==> src/rtl/hostLinkPkg.sv <==
package hostLinkPkg;

  // Strobes issued by the control unit to the byte datapath each cycle.
  typedef struct packed {
    logic captureIn;   // load synchronised inbound byte
    logic drainIn;     // user logic takes inbound byte
    logic loadOut;     // load user byte for the host
    logic releaseOut;  // host has taken outbound byte
    logic flush;       // link reset held
  } linkCmd_t;

endpackage

==> src/rtl/linkSync.sv <==
module linkSync #(
  parameter int WIDTH  = 1,
  parameter int STAGES = 2
) (
  input  logic             clk,
  input  logic             rstN,
  input  logic [WIDTH-1:0] asyncIn,
  output logic [WIDTH-1:0] syncOut
);

  logic [STAGES-1:0][WIDTH-1:0] stage;

  generate
    if (STAGES == 1) begin : gSingle
      always_ff @(posedge clk or negedge rstN) begin
        if (!rstN) stage <= '0;
        else       stage <= asyncIn;
      end
    end else begin : gChain
      always_ff @(posedge clk or negedge rstN) begin
        if (!rstN) stage <= '0;
        else       stage <= {stage[STAGES-2:0], asyncIn};
      end
    end
  endgenerate

  assign syncOut = stage[STAGES-1];

endmodule

==> src/rtl/linkCtrl.sv <==
module linkCtrl
  import hostLinkPkg::*;
(
  input  logic     clk,
  input  logic     rstN,
  input  logic     strobeS,
  input  logic     hostValidS,
  input  logic     hostReadyS,
  input  logic     linkResetS,
  input  logic     rxReady,
  input  logic     txValid,
  output linkCmd_t cmd,
  output logic     rxFull,
  output logic     outFull,
  output logic     rxValid,
  output logic     fpgaReady,
  output logic     fpgaValid,
  output logic     txReady
);

  logic strobePrev;
  logic strobeRise;

  always_ff @(posedge clk or negedge rstN) begin
    if (!rstN) strobePrev <= 1'b0;
    else       strobePrev <= strobeS;
  end

  assign strobeRise = strobeS & ~strobePrev;

  always_comb begin
    cmd            = '0;
    cmd.flush      = linkResetS;
    cmd.captureIn  = !linkResetS && !rxFull && strobeRise && hostValidS;
    cmd.drainIn    = !linkResetS && rxFull && rxReady;
    cmd.loadOut    = !linkResetS && !outFull && txValid;
    cmd.releaseOut = !linkResetS && outFull && strobeRise && hostReadyS;
  end

  always_ff @(posedge clk or negedge rstN) begin
    if (!rstN) begin
      rxFull  <= 1'b0;
      outFull <= 1'b0;
    end else if (cmd.flush) begin
      rxFull  <= 1'b0;
      outFull <= 1'b0;
    end else begin
      if (cmd.captureIn)     rxFull <= 1'b1;
      else if (cmd.drainIn)  rxFull <= 1'b0;
      if (cmd.loadOut)         outFull <= 1'b1;
      else if (cmd.releaseOut) outFull <= 1'b0;
    end
  end

  assign rxValid   = rxFull;
  assign fpgaValid = outFull;
  assign fpgaReady = !rxFull && !linkResetS;
  assign txReady   = !outFull && !linkResetS;

  // a new inbound byte only appears after a strobe rise seen with host valid
  a_r2_capture_on_rise: assert property (@(posedge clk) disable iff (!rstN)
    $rose(rxValid) |-> $past(strobeRise && hostValidS));

  // an unread byte is not lost while user logic stalls
  a_r3_hold_unread: assert property (@(posedge clk) disable iff (!rstN)
    (rxValid && !rxReady && !linkResetS) |=> rxValid);

  // the outbound byte leaves only on a host-ready strobe rise or a link reset
  a_r7_release_on_rise: assert property (@(posedge clk) disable iff (!rstN)
    $fell(fpgaValid) |-> $past(linkResetS || (strobeRise && hostReadyS)));

  // a strobe held high yields one action only
  a_r9_single_rise: assert property (@(posedge clk) disable iff (!rstN)
    strobeRise |=> !strobeRise);

  // link reset empties both directions
  a_r11_flush_empties: assert property (@(posedge clk) disable iff (!rstN)
    linkResetS |=> (!rxValid && !fpgaValid));

endmodule

==> src/rtl/linkData.sv <==
module linkData
  import hostLinkPkg::*;
#(
  parameter int DATA_W = 8
) (
  input  logic              clk,
  input  logic              rstN,
  input  linkCmd_t          cmd,
  input  logic              rxFull,
  input  logic              outFull,
  input  logic [DATA_W-1:0] linkByteS,
  input  logic [DATA_W-1:0] txData,
  output logic [DATA_W-1:0] rxData,
  output logic [DATA_W-1:0] linkDataOut
);

  logic [DATA_W-1:0] rxByte;
  logic [DATA_W-1:0] outByte;

  always_ff @(posedge clk or negedge rstN) begin
    if (!rstN) begin
      rxByte  <= '0;
      outByte <= '0;
    end else begin
      if (cmd.captureIn) rxByte  <= linkByteS;
      if (cmd.loadOut)   outByte <= txData;
    end
  end

  assign rxData      = rxByte;
  assign linkDataOut = outByte;

  // a held inbound byte is never overwritten
  a_r3_rx_stable: assert property (@(posedge clk) disable iff (!rstN)
    (rxFull && !cmd.drainIn && !cmd.flush) |=> $stable(rxData));

  // the presented outbound byte stays put until released
  a_r6_out_stable: assert property (@(posedge clk) disable iff (!rstN)
    (outFull && !cmd.releaseOut && !cmd.flush) |=> $stable(linkDataOut));

endmodule

==> src/rtl/hostByteLink.sv <==
module hostByteLink
  import hostLinkPkg::*;
#(
  parameter int DATA_W      = 8,
  parameter int SYNC_STAGES = 2
) (
  input  logic              clk,
  input  logic              rstN,
  input  logic              linkStrobe,
  input  logic              linkReset,
  input  logic              hostValid,
  input  logic              hostReady,
  input  logic [DATA_W-1:0] linkDataIn,
  output logic              fpgaReady,
  output logic              fpgaValid,
  output logic [DATA_W-1:0] linkDataOut,
  output logic [DATA_W-1:0] rxData,
  output logic              rxValid,
  input  logic              rxReady,
  input  logic [DATA_W-1:0] txData,
  input  logic              txValid,
  output logic              txReady
);

  localparam int SYNC_W = DATA_W + 4;

  logic [SYNC_W-1:0] syncIn;
  logic [SYNC_W-1:0] syncOut;
  logic              strobeS, hostValidS, hostReadyS, linkResetS;
  logic [DATA_W-1:0] linkByteS;
  linkCmd_t          cmd;
  logic              rxFull, outFull;

  assign syncIn = {linkReset, hostReady, hostValid, linkStrobe, linkDataIn};
  assign {linkResetS, hostReadyS, hostValidS, strobeS, linkByteS} = syncOut;

  linkSync #(.WIDTH(SYNC_W), .STAGES(SYNC_STAGES)) uSync (
    .clk     (clk),
    .rstN    (rstN),
    .asyncIn (syncIn),
    .syncOut (syncOut)
  );

  linkCtrl uCtrl (
    .clk        (clk),
    .rstN       (rstN),
    .strobeS    (strobeS),
    .hostValidS (hostValidS),
    .hostReadyS (hostReadyS),
    .linkResetS (linkResetS),
    .rxReady    (rxReady),
    .txValid    (txValid),
    .cmd        (cmd),
    .rxFull     (rxFull),
    .outFull    (outFull),
    .rxValid    (rxValid),
    .fpgaReady  (fpgaReady),
    .fpgaValid  (fpgaValid),
    .txReady    (txReady)
  );

  linkData #(.DATA_W(DATA_W)) uData (
    .clk         (clk),
    .rstN        (rstN),
    .cmd         (cmd),
    .rxFull      (rxFull),
    .outFull     (outFull),
    .linkByteS   (linkByteS),
    .txData      (txData),
    .rxData      (rxData),
    .linkDataOut (linkDataOut)
  );

endmodule

==> config.mk <==
export PLATFORM = sky130hd
export DESIGN_NAME = hostByteLink
export DESIGN_NICKNAME = d
export VERILOG_FILES = /design/src/rtl/hostLinkPkg.sv /design/src/rtl/linkSync.sv /design/src/rtl/linkCtrl.sv /design/src/rtl/linkData.sv /design/src/rtl/hostByteLink.sv
export SDC_FILE = /design/constraint.sdc
export NUM_CORES = 1
export LEC_CHECK = 0
export BUFFER_PORTS_ARGS = -buffer_cell sky130_fd_sc_hd__buf_4
export CELL_PAD_IN_SITES_DETAIL_PLACEMENT = 1
export CELL_PAD_IN_SITES_GLOBAL_PLACEMENT = 2
export CORE_AREA = 2 2 74 76
export CTS_CLUSTER_SIZE = 14
export DETAILED_ROUTE_END_ITERATION = 8
export DIE_AREA = 0 0 76 78
export GPL_TIMING_DRIVEN = 0
export PLACE_DENSITY_LB_ADDON = 0.05
export SYNTH_ARGS = -nofsm -noshare
export SYNTH_HDL_FRONTEND = slang
export SYNTH_HIERARCHICAL = 1
export SYNTH_SLANG_ARGS = --single-unit
==> constraint.sdc <==
create_clock -name clk -period 1.3 [get_ports clk]
set_input_delay 0 -clock clk [delete_from_list [all_inputs] [get_ports clk]]
set_output_delay 0 -clock clk [all_outputs]
set_load 0.01 [all_outputs]
==> impl_results.md <==
* Area Growth Syn to Fin at 52.2%
* Req. time, crit path at between 1 and 1.5 ns
* Worst Path Arrival at approximately 1.5 ns
* DR top layer: met4
* N_diodes at 0
* WL/cell at roughly 12 µm
* Synthesis Warnings at 6
* Slowest cell on the critical path: dfrtp_1
* Clock transition at the registers of the reported paths at roughly 0.08 ns
* Global-route wire length before repair at 4680 µm
* Mapped Nets at 108
* Post-route DRC at 0
* Gr ovfl total at 0
* Final Critical Period at between 1 and 1.5 ns
* Setup TNS Final at -0.179 ns
* I/O pin count at 44
* Gr usage total at 10.5%
* Unrepaired setup endpoints after global routing: true
* DR pass1 iterations at 4
* CP top delay family: flip-flops
* WP buf/inv at 2
* CTS Sinks at 43
* Via count at roughly 880
* Metal3 WL at between 200 and 250 µm
* Mapped Avg Cell Area at approximately 18 µm²
* Layout Cells excl Fill at approximately 230
* Fin nets at 181
* Starting Density at around 30%
* Rel. slew slack at 63.9%
* Dpl cells at 197
* Skew-Pair Late Insertion Delay at slightly below 0.3 ns
* Final period utilization at 102%
* CTS tree: done
* Clock Skews at about 0.0084 ns
* Num CTS Buffers at 5
* Post-Syn Instances at between 80 and 90
* Placed Area at slightly below 2000 µm²
* Final worst-path setup slack at -0.0292 ns
* Post-Route Utilization at ~46%
* Root buf cell: clkbuf_8
* Post-Layout Inst Area at roughly 2300 µm²
* Final ANT Viol Nets at 0
* Core area at between 5000 and 6000 µm²
* Max VDD drop at ~0.00056 V
* Vias/cell at 3.85
* Fill cells at 511
* Vias in the first global route at around 1,000
* Dpl hpwl at 1730 µm
* Pwr/cell area at about 1400 nW/µm²
* H-Tree Depth at 2
* Worst-Margin Slew at 0.541 ns
* Initial antenna violation count at 0
* WL met2 at between 1000 and 1500 µm
* Failing checks: setup timing
* CP endpoint kind: flip-flop
* Final Hold Fails at 0
* PortBufs at 43
* Critical-path maximum fanout at 8
* Die H at a little under 80 µm
* Final GP Congestion at 0.590
* Total power at about 3.2 mW
* # setup viols final at 8
* Die X at about 76 µm
* Count of final max-slew check failures at 0
* Leak at approximately 1.1 nW
* Wl on met1 at roughly 1200 µm
* Hold Path Class: in -> reg
* Initial DRC count at 23
* Die area at just under 6000 µm²
* Largest net degree at the start of global routing at 44
* Fmax at around 750 MHz
* Max incr delay on CP at between 0.3 and 0.4 ns
* Worst path cell trace: buf_6, nor2b_4, and3_4, buf_12, mux2_4
* Std-Cell Rows at 26
* Final WL at around 2800 µm
* Setup Crit Path Kind: reg -> reg
* Synthesized cell area at between 1500 and 2000 µm²
* Layout cell share with drive strength beyond 1 at a little under three fifths
* Maxcap violations at 0
* CTS max path bufs at 2
* Status: complete, but fails checks
* Worst Setup Start Kind: flip-flop
-- routing by layer --
| metal | track usage (%) | vias up |
|---|---|---|
| met5 | 0 | - |
| met2 | 17.4 | 33 |
| met4 | 3.82 | 0 |
| li1 | - | 406 |
| met3 | 5.35 | 2 |
| met1 | 11.5 | 437 |
-- cell type report --
| type | instances | area (µm²) | share of cell area [%] |
|---|---|---|---|
| Multi-Input combinational cell | 26 | 338 | 14.7 |
| Clock buffer | 6 | 82.6 | 3.59 |
| Buffer | 13 | 114 | 4.95 |
| Tap cell | 70 | 87.6 | 3.81 |
| Clock inverter | 2 | 35.0 | 1.52 |
| Sequential cell | 43 | 1080 | 46.9 |
| Timing Repair Buffer | 68 | 566 | 24.6 |
-- through the flow --
stage | setup WS, ns | hold WS [ns]
floorplan | -0.0151 | -0.296
global placement | -0.0382 | 0.0220
detailed placement | -0.0539 | 0.0313
CTS | -0.0457 | 0.0271
global route | -0.0899 | 0.0396
finish | -0.0292 | 0.0345
-- power breakdown --
part	switching [mW]	internal, mW	leakage [nW]	total, mW
Sequential	0.0831	1.49	0.506	1.57
Clock	0.433	0.622	0.0612	1.05
Combinational	0.205	0.413	0.527	0.618
-- layout by cell type (no fill, tap or decap) --
cell and instances:
a311oi_2 1, mux2_4 16, dfrtp_1 41, nand4bb_1 1, nor2b_4 1, buf_12 1, nor2_4 2, dfrtp_2 2
buf_6 1, nor2_1 1, a21oi_1 1, clkinv_2 1, clkbuf_8 6, and2_4 1, and3_4 1, bufinv_16 1
buf_4 57, nand2b_1 1, dlygate4sd3_1 22
-- sequential cells by signal, summed over array words and instances, names as in the netlist --
signal	count
uCtrl/strobePrev	1
uSync/stage	12
uData/rxData	8
uSync/syncOut	12
uCtrl/fpgaValid	1
uData/linkDataOut	8
uCtrl/rxFull	1
-- final timing paths --
kind	startpoint	to	slack (ns)	cells after the start
max	uSync/syncOut[8]	uData/rxData[3]	-0.03	5
min	txValid	uCtrl/fpgaValid	0.03	3
max reg2reg	uSync/syncOut[8]	uData/rxData[3]	-0.03	5
min reg2reg	uSync/stage[10]	uSync/syncOut[10]	0.35	0
max in group asynchronous	rstN	uCtrl/fpgaValid	0.67	2
min in group asynchronous	rstN	uData/linkDataOut[2]	0.24	2
-- worst min-delay path, stage by stage --
cell      delay, ns
buf_4          0.11
nor2_1         0.11
a311oi_2       0.06
-- what timing repair did --
| item | 4_1_cts | 5_1_grt |
|---|---|---|
| resized for setup | 3 | 1 |
| endpoints found under the hold margin | 64 | 0 |
| hold buffers | 22 | 0 |
| endpoints found under the setup margin | 16 | 10 |
| buffers inserted | 3 | 0 |
| pin swaps | 0 | 2 |
(Power assumes the default switching activity.)
